**src/rtl/bootVecPkg.sv**
```systemverilog
package bootVecPkg;

  typedef enum logic [2:0] {
    IDLE_RESET = 3'd0,
    ISSUE_READ = 3'd1,
    WAIT_DATA  = 3'd2,
    LOAD_PC    = 3'd3,
    RUN        = 3'd4
  } seqState_t;

  // strobes from the control FSM to the vector datapath
  typedef struct packed {
    logic clearAll;  // power-on clear of every datapath register
    logic restart;   // rewind beat index and scratch word
    logic selWarm;   // pick the warm vector base
    logic capture;   // accept rdData into the current beat slot
    logic commit;    // copy the completed word into the PC register
  } pathCtrl_t;

endpackage

```
**src/rtl/bootVecPath.sv**
```systemverilog
module bootVecPath
  import bootVecPkg::*;
#(
  parameter int          ADDR_W   = 32,
  parameter int          VEC_W    = 32,
  parameter int          BUS_W    = 16,
  parameter logic [31:0] COLD_VEC = 32'h000F_FFF4,
  parameter logic [31:0] WARM_VEC = 32'h000F_FFF0
) (
  input  logic              clk,
  input  pathCtrl_t         ctl,
  input  logic [BUS_W-1:0]  rdData,
  output logic [ADDR_W-1:0] rdAddr,
  output logic              lastBeat,
  output logic [VEC_W-1:0]  pcValue
);

  localparam int BEATS      = VEC_W / BUS_W;
  localparam int BEAT_BYTES = BUS_W / 8;
  localparam int BEAT_W     = (BEATS > 1) ? $clog2(BEATS) : 1;

  logic [BEAT_W-1:0] beatIdx;
  logic [VEC_W-1:0]  vecWord;
  logic [VEC_W-1:0]  nextWord;
  logic [VEC_W-1:0]  pcReg;
  logic [ADDR_W-1:0] baseAddr;

  assign baseAddr = ctl.selWarm ? ADDR_W'(WARM_VEC) : ADDR_W'(COLD_VEC);
  assign rdAddr   = baseAddr + ADDR_W'(beatIdx) * ADDR_W'(BEAT_BYTES);
  assign lastBeat = (beatIdx == BEAT_W'(BEATS - 1));

  // little-endian placement: beat g fills slice g of the vector word
  for (genvar g = 0; g < BEATS; g++) begin : gBeat
    assign nextWord[g*BUS_W +: BUS_W] =
      (ctl.capture && beatIdx == BEAT_W'(g)) ? rdData : vecWord[g*BUS_W +: BUS_W];
  end

  always_ff @(posedge clk) begin
    if (ctl.clearAll) begin
      beatIdx <= '0;
      vecWord <= '0;
      pcReg   <= '0;
    end else begin
      if (ctl.restart) begin
        beatIdx <= '0;
        vecWord <= '0;
      end
      if (ctl.capture) begin
        vecWord <= nextWord;
        beatIdx <= lastBeat ? '0 : beatIdx + BEAT_W'(1);
      end
      if (ctl.commit) begin
        pcReg <= nextWord;
      end
    end
  end

  assign pcValue = pcReg;


  pc_hold_chk: assert property (@(posedge clk) disable iff (ctl.clearAll)
    !ctl.commit |=> $stable(pcValue));


  beat_advance_chk: assert property (@(posedge clk) disable iff (ctl.clearAll)
    (!ctl.capture && !ctl.restart) |=> $stable(beatIdx));

endmodule

```
**src/rtl/bootVecCtrl.sv**
```systemverilog
module bootVecCtrl
  import bootVecPkg::*;
(
  input  logic      clk,
  input  logic      powerOnRst,
  input  logic      warmRst,
  input  logic      rdValid,
  input  logic      lastBeat,
  output pathCtrl_t ctl,
  output logic      rdReq,
  output logic      pcLoad,
  output logic      coreRun
);

  seqState_t state;
  seqState_t nextState;
  logic      powerGood;
  logic      warmSel;
  logic      anyRst;

  assign anyRst = powerOnRst | warmRst;

  always_comb begin
    nextState = state;
    unique case (state)
      IDLE_RESET: nextState = ISSUE_READ;
      ISSUE_READ: nextState = WAIT_DATA;
      WAIT_DATA:  if (rdValid) nextState = lastBeat ? LOAD_PC : ISSUE_READ;
      LOAD_PC:    nextState = RUN;
      RUN:        nextState = RUN;
      default:    nextState = IDLE_RESET;
    endcase
  end

  always_ff @(posedge clk) begin
    if (powerOnRst) begin
      state     <= IDLE_RESET;
      powerGood <= 1'b0;
      warmSel   <= 1'b0;
    end else if (warmRst) begin
      state   <= IDLE_RESET;
      warmSel <= powerGood;
    end else begin
      state <= nextState;
      if (state == LOAD_PC) powerGood <= 1'b1;
    end
  end

  assign rdReq   = (state == ISSUE_READ) && !anyRst;
  assign pcLoad  = (state == LOAD_PC) && !anyRst;
  assign coreRun = (state == RUN) && !anyRst;

  always_comb begin
    ctl.clearAll = powerOnRst;
    ctl.restart  = (state == IDLE_RESET);
    ctl.selWarm  = warmSel;
    ctl.capture  = (state == WAIT_DATA) && rdValid && !anyRst;
    ctl.commit   = ctl.capture && lastBeat;
  end


  req_single_chk: assert property (@(posedge clk) disable iff (powerOnRst)
    rdReq |=> !rdReq);


  load_pulse_chk: assert property (@(posedge clk) disable iff (powerOnRst)
    pcLoad |=> !pcLoad);


  run_after_load_chk: assert property (@(posedge clk) disable iff (powerOnRst)
    $rose(coreRun) |-> $past(pcLoad));


  run_quiet_chk: assert property (@(posedge clk) disable iff (powerOnRst)
    coreRun |=> (!pcLoad && !rdReq));


  warm_quiet_chk: assert property (@(posedge clk) disable iff (powerOnRst)
    warmRst |=> (!coreRun && !pcLoad));


  warm_needs_good_chk: assert property (@(posedge clk) disable iff (powerOnRst)
    warmSel |-> powerGood);

endmodule

```
**src/rtl/bootVecSeq.sv**
```systemverilog
module bootVecSeq
  import bootVecPkg::*;
#(
  parameter int          ADDR_W   = 32,
  parameter int          VEC_W    = 32,
  parameter int          BUS_W    = 16,
  parameter logic [31:0] COLD_VEC = 32'h000F_FFF4,
  parameter logic [31:0] WARM_VEC = 32'h000F_FFF0
) (
  input  logic              clk,
  input  logic              powerOnRst,
  input  logic              warmRst,
  output logic              rdReq,
  output logic [ADDR_W-1:0] rdAddr,
  input  logic              rdValid,
  input  logic [BUS_W-1:0]  rdData,
  output logic [VEC_W-1:0]  pcOut,
  output logic              pcLoad,
  output logic              coreRun
);

  pathCtrl_t ctl;
  logic      lastBeat;

  bootVecCtrl ctrl_i (
    .clk        (clk),
    .powerOnRst (powerOnRst),
    .warmRst    (warmRst),
    .rdValid    (rdValid),
    .lastBeat   (lastBeat),
    .ctl        (ctl),
    .rdReq      (rdReq),
    .pcLoad     (pcLoad),
    .coreRun    (coreRun)
  );

  bootVecPath #(
    .ADDR_W   (ADDR_W),
    .VEC_W    (VEC_W),
    .BUS_W    (BUS_W),
    .COLD_VEC (COLD_VEC),
    .WARM_VEC (WARM_VEC)
  ) path_i (
    .clk      (clk),
    .ctl      (ctl),
    .rdData   (rdData),
    .rdAddr   (rdAddr),
    .lastBeat (lastBeat),
    .pcValue  (pcOut)
  );

endmodule

```
**config.mk**
```make
export PLATFORM = sky130hd
export DESIGN_NAME = bootVecSeq
export DESIGN_NICKNAME = d
export VERILOG_FILES = /design/src/rtl/bootVecPkg.sv /design/src/rtl/bootVecPath.sv /design/src/rtl/bootVecCtrl.sv /design/src/rtl/bootVecSeq.sv
export SDC_FILE = /design/constraint.sdc
export NUM_CORES = 1
export LEC_CHECK = 0
export CORE_MARGIN = 2
export CORE_UTILIZATION = 55
export DETAILED_ROUTE_END_ITERATION = 12
export DONT_BUFFER_PORTS = 1
export GPL_ROUTABILITY_DRIVEN = 0
export PLACE_DENSITY_LB_ADDON = 0.15
export SLEW_MARGIN = 5
export SYNTH_ARGS = -nofsm -noshare
export SYNTH_HDL_FRONTEND = slang
export SYNTH_SLANG_ARGS = --single-unit
export TNS_END_PERCENT = 30
```
**constraint.sdc**
```tcl
create_clock -name clk -period 4.8 [get_ports clk]
set_clock_uncertainty 0.1 [all_clocks]
set_input_delay 0.72 -clock clk [delete_from_list [all_inputs] [get_ports clk]]
set_output_delay 0.72 -clock clk [all_outputs]
set_load 0.02 [all_outputs]
```
### Yosys cells after proc, flatten, opt, wreduce, memory -nomap -nowiden

Cells that the tools add are included.

* register bits after elaboration: 70
* input bits: 20
* output and inout port bits: 67
* word-level logic and storage cells: 40

* add/sub/neg operators: 2
* eq/ne operators: 5
* mux-type cells: 11
* bitwise gates (word level): 3
* reduce and logical (&&, ||, !) cells: 13

Operators with widths (count)
* 32-bit 2-to-1 mux: 2
* 32-bit by 2-bit adder with 32-bit output: 1
* 16-bit 2-to-1 mux: 2
* 3-bit one-hot mux with 4 select lines: 1
* 1-bit logical AND: 7
* 3-bit by 2-bit equality test with 1-bit output (second input constant): 2
* 3-bit 2-to-1 mux: 2
* 2-bit OR reduction: 2
* 3-bit by 1-bit equality test with 1-bit output (second input constant): 1
* 3-bit equality test (second input constant): 1
* 3-bit zero test: 1
* 1-bit 2-to-1 mux: 3
* 2-bit 2-to-1 mux: 1
* 2-bit != test (second input constant): 1
* 1-bit inverter: 2
* 2-bit AND reduction: 1
* 2-bit nonzero test: 1
* 1-bit adder (second input constant): 1
* 1-bit zero test: 1
* 1-bit OR: 1

### Depth between registers and ports, before layout

* depth after elaboration: 6
* mapped depth: 6
* depth with buffers taken out: 3

### Hierarchy

A second synthesis with hierarchy kept.

* cell total of the unflattened synthesis: 372
* area total of the unflattened synthesis: 3563.4 um^2

By module, submodules not included
* bootVecPath: times used 1, cells each 338, area an instance 3290.7 um^2, seq. area each 1301.2 um^2
* bootVecCtrl: times used 1, cells each 34, area an instance 272.8 um^2, seq. area each 100.1 um^2

### Worst setup path after synthesis

OpenSTA, ideal clock, no wires.

* path kind: input to output
* start point: in powerOnRst
* end point: out rdReq
* arrival: 1.491 ns
* required time: 3.980 ns
* setup slack: 2.489 ns
* cell stages on the path: 3
* path buffers: 1
* cells stage by stage: buf_2 -> or3_1 -> nor2_1

* longest elaborated chain between the ends: 3

RTL lines
* start: declaration: RTL line bootVecSeq.sv:11 `input logic powerOnRst,`
* 1-bit OR: RTL line bootVecCtrl.sv:21 `assign anyRst = powerOnRst | warmRst;`
* 1-bit zero test: RTL line bootVecCtrl.sv:49 `assign rdReq = (state == ISSUE_READ) && !anyRst;`
* 1-bit logical AND: RTL line bootVecCtrl.sv:49
* end: declaration: RTL line bootVecSeq.sv:13 `output logic rdReq,`

No other way between the ends.

### Worst setup path in the final report

* start point: reg ctrl_i.state[1]
* end point: reg path_i.vecWord[15]

* longest elaborated chain between the ends: 6
* elaborated cells on any way between the ends: 8
* classes of those cells: eq/ne (1); mux (2); reduce/logical (5)

RTL lines
* start: declaration: RTL line bootVecCtrl.sv:15 `seqState_t state;`
* start signal: assignment: RTL line bootVecCtrl.sv:44 `state <= nextState;`
* 3-bit by 2-bit equality test with 1-bit output: RTL line bootVecCtrl.sv:57 `ctl.capture = (state == WAIT_DATA) && rdValid && !anyRst;`
* 1-bit logical AND (2 in a row): RTL line bootVecCtrl.sv:57
* 1-bit logical AND: RTL line bootVecPath.sv:35 `(ctl.capture && beatIdx == BEAT_W'(g)) ? rdData : vecWord[g*BUS_W +: BUS_W];`
* 16-bit 2-to-1 mux: RTL line bootVecPath.sv:35
* 32-bit 2-to-1 mux: RTL line bootVecPath.sv:48 `if (ctl.capture) begin`
* end signal: assignment: RTL line bootVecPath.sv:49 `vecWord <= nextWord;`
* end: declaration: RTL line bootVecPath.sv:23 `logic [VEC_W-1:0] vecWord;`

Several ways; a longest one is shown, not always the timed one.
A chain may end at the register's enable or synchronous reset.

==> flow_metrics.tcl <==
set metrics [dict create \
    pwr-share-comb 0.041 \
    dr.pass1.iters 4 \
    clk_latency_ns 0.30 \
    yosysTopAreaCell "dfxtp_1" \
    final_util 0.563 \
    power_leakage_nw 0.801 \
    fin_nets 256 \
    slowest_delay_ns 1.00 \
    met2_usage 0.305 \
    total_power_uw 853 \
    slew_viol_final 0 \
    rsz0062_at_grt "false" \
    viasPerCell 5.57 \
    cts_made_buffers 5 \
    grt.total_usage 0.201 \
    peakVddDrop_mv 0.181 \
    ioPinCount 87 \
    clkSinkCount 54 \
    wirelength_um 4480 \
    cp_data_arrival_time_ns 2.74 \
    seq_area_frac_synth 0.482 \
    synth-seq-cells 54 \
    cts_root_buffer "clkbuf_8" \
    fin_tns_setup_ns 0 \
    ys_types 31 \
    cpMaxStageDelayCell "nor3b_4" \
    synth_top_area_frac 0.482 \
    portBuffers 0 \
    period_minus_slack_ns 2.59 \
    grt_max_degree 40 \
    seqCellArea_um2 1080 \
    syn2layout_area_growth_pct -0.335 \
    grt_pass1_vias 1440 \
    final.period_utilization 0.539 \
    grt_use_met3 0.0872 \
    critPathLaunchType "flip-flop" \
    met1_usage 0.260 \
    fillCellCount 379 \
    clockBufferDepth 2 \
    synth_area_um2 2240 \
    final_hold_viol_count 0 \
    yosysWarnings 0 \
    postCtsSetupBuffers 0 \
    tightest_slew_ns 1.17 \
    seq_power_share 0.529 \
    diodes 0 \
    powerDensity_nw_per_um2 382 \
    synth.area.top_cells "dfxtp_1 (48%), buf_4 (11%), a21oi_1 (7.6%), nand3_1 (7.1%), o21ai_0 (7.1%)" \
    route.detailed.drc 0 \
    cts_tree "built" \
    p_switching_uw 177 \
    clk_pin_slew_ns 0.09 \
    worstSetupPathType "reg -> reg" \
    cp.required_ns 4.95 \
    fp.dieW_um 67.9 \
    multi_input_area_um2 935 \
    synthCells 254 \
    fmax_mhz 386 \
    grt-ovfl-total 0 \
    fp-row-count 23 \
    setup_violations 0 \
    max_cap_viol_count 0 \
    synth_area_per_cell_um2 8.83 \
    cts_hold_buffers 0 \
    critPathCaptureType "flip-flop" \
    switching_share 0.207 \
    stdcell_count 287 \
    crit_fanout 33 \
    die_area_um2 4610 \
    die_h_um 67.9 \
    top_usage_layer "met2" \
    slew_headroom 0.222 \
    hp-class "reg -> reg" \
    start_util 0.565 \
    wl_per_cell_um 15.6 \
    clock_power_share 0.430 \
    h-tree-depth 2 \
    drtIter0Drc 92 \
    ant_nets 0 \
    hpwlAfterDp_um 2890 \
    cts_resized 0 \
    core_area_um2 3970 \
    vias 1599 \
    crit_chain "nor3b_4 > and3_1 > a22o_1" \
    p_int_uw 676 \
    status "finished clean" \
    antenna_found_initial 0 \
    grt_pass1_wl_um 6930 \
    dp.cells 279 \
    drive_gt1_frac 0.0549 \
]
critical path: cells and delay by family (launching register included):
kind | cells | cell delay, ns
compound gates | 1 | 0.24
flops | 1 | 0.48
simple gates | 2 | 1.70
cells by family after synthesis:
kind of cell           after synthesis  share of synthesized area
AOI/OAI and AO/OA                   89                      0.235
muxes                                1                    0.00446
DFF                                 54                      0.482
other                                2                    0.00335
and+or+nand+nor                     51                      0.124
buffers and inverters               57                      0.151
power by group through the flow:
stage | Combinational [mW] | Sequential (mW) | Clock (mW)
floorplan | 0.0568 | 0.460 | 0
global placement | 0.0346 | 0.462 | 0
CTS | 0.0345 | 0.451 | 0.372
finish | 0.0350 | 0.451 | 0.367
global route | 0.0386 | 0.452 | 0.387
detailed placement | 0.0345 | 0.462 | 0
synth_stat cells:
| cell | number |
|---|---|
| dfxtp_1 | 54 |
| a21oi_1 | 34 |
| buf_4 | 32 |
| nand3_1 | 32 |
| o21ai_0 | 32 |
| a22o_1 | 16 |
| clkbuf_1 | 16 |
| nor2_1 | 6 |
| inv_1 | 4 |
| buf_2 | 3 |
| nand2b_1 | 3 |
| conb_1 | 2 |
| nand3b_1 | 2 |
| a2111oi_0 | 1 |
| a211o_1 | 1 |
| a31o_2 | 1 |
| and3_1 | 1 |
| and3b_1 | 1 |
| buf_1 | 1 |
| clkbuf_2 | 1 |
| mux2i_1 | 1 |
| nand2_1 | 1 |
| nor3b_1 | 1 |
| nor3b_2 | 1 |
| o211ai_1 | 1 |
| o21ai_1 | 1 |
| o21ba_2 | 1 |
| o21bai_1 | 1 |
| or2_2 | 1 |
| or3_1 | 1 |
| or3b_4 | 1 |
per-stage QoR:
| stage | hold WS (ns) | instance area, um2 | setup slack [ns] |
|---|---|---|---|
| after floorplan | 0.342 | 2350 | 2.49 |
| after global placement | 0.358 | 2090 | 2.36 |
| after detailed placement | 0.361 | 2090 | 2.28 |
| after CTS | 0.366 | 2240 | 2.24 |
| after global routing | 0.358 | 2240 | 2.08 |
| final | 0.372 | 2240 | 2.21 |
metal layers:
layer,routed length (um),up-vias
li1,-,794
met1,2040,732
met2,1930,67
met3,468,6
met4,44,0
met5,0,-
final cells by class:
| cell class | instances | share of cell area |
|---|---|---|
| Inverter | 4 | 0.00672 |
| Clock inverter | 2 | 0.0269 |
| Tap cell | 50 | 0.0280 |
| Multi-Input combinational cell | 171 | 0.418 |
| Clock buffer | 6 | 0.0369 |
| Sequential cell | 54 | 0.483 |
registers in the layout, indices dropped and copies added (netlist names):
register          flops
path_i.pcValue       32
ctrl_i.state          3
ctrl_i.warmSel        1
ctrl_i.powerGood      1
path_i.vecWord       16
path_i.lastBeat       1
path summary, 6_finish.rpt:
kind	end	depth (start not counted)	slack, ns	start
max	path_i.vecWord[15]	3	2.21	ctrl_i.state[1]
min reg2reg	path_i.pcValue[13]	2	0.37	path_i.vecWord[13]
max reg2reg	path_i.vecWord[15]	3	2.21	ctrl_i.state[1]
min	path_i.pcValue[13]	2	0.37	path_i.vecWord[13]
placed cells by master, fill, tap and decap left out, types with 2 or more instances in the layout:
cell type / count
nand3_1: 32
a22o_1: 16
clkbuf_8: 6
nand2b_1: 3
inv_1: 4
dfxtp_1: 54
o21ai_0: 32
bufinv_16: 2
nand3b_1: 2
nor2_1: 6
a21oi_1: 34
conb_1: 30
No activity file was read; power rests on OpenSTA's default activity.
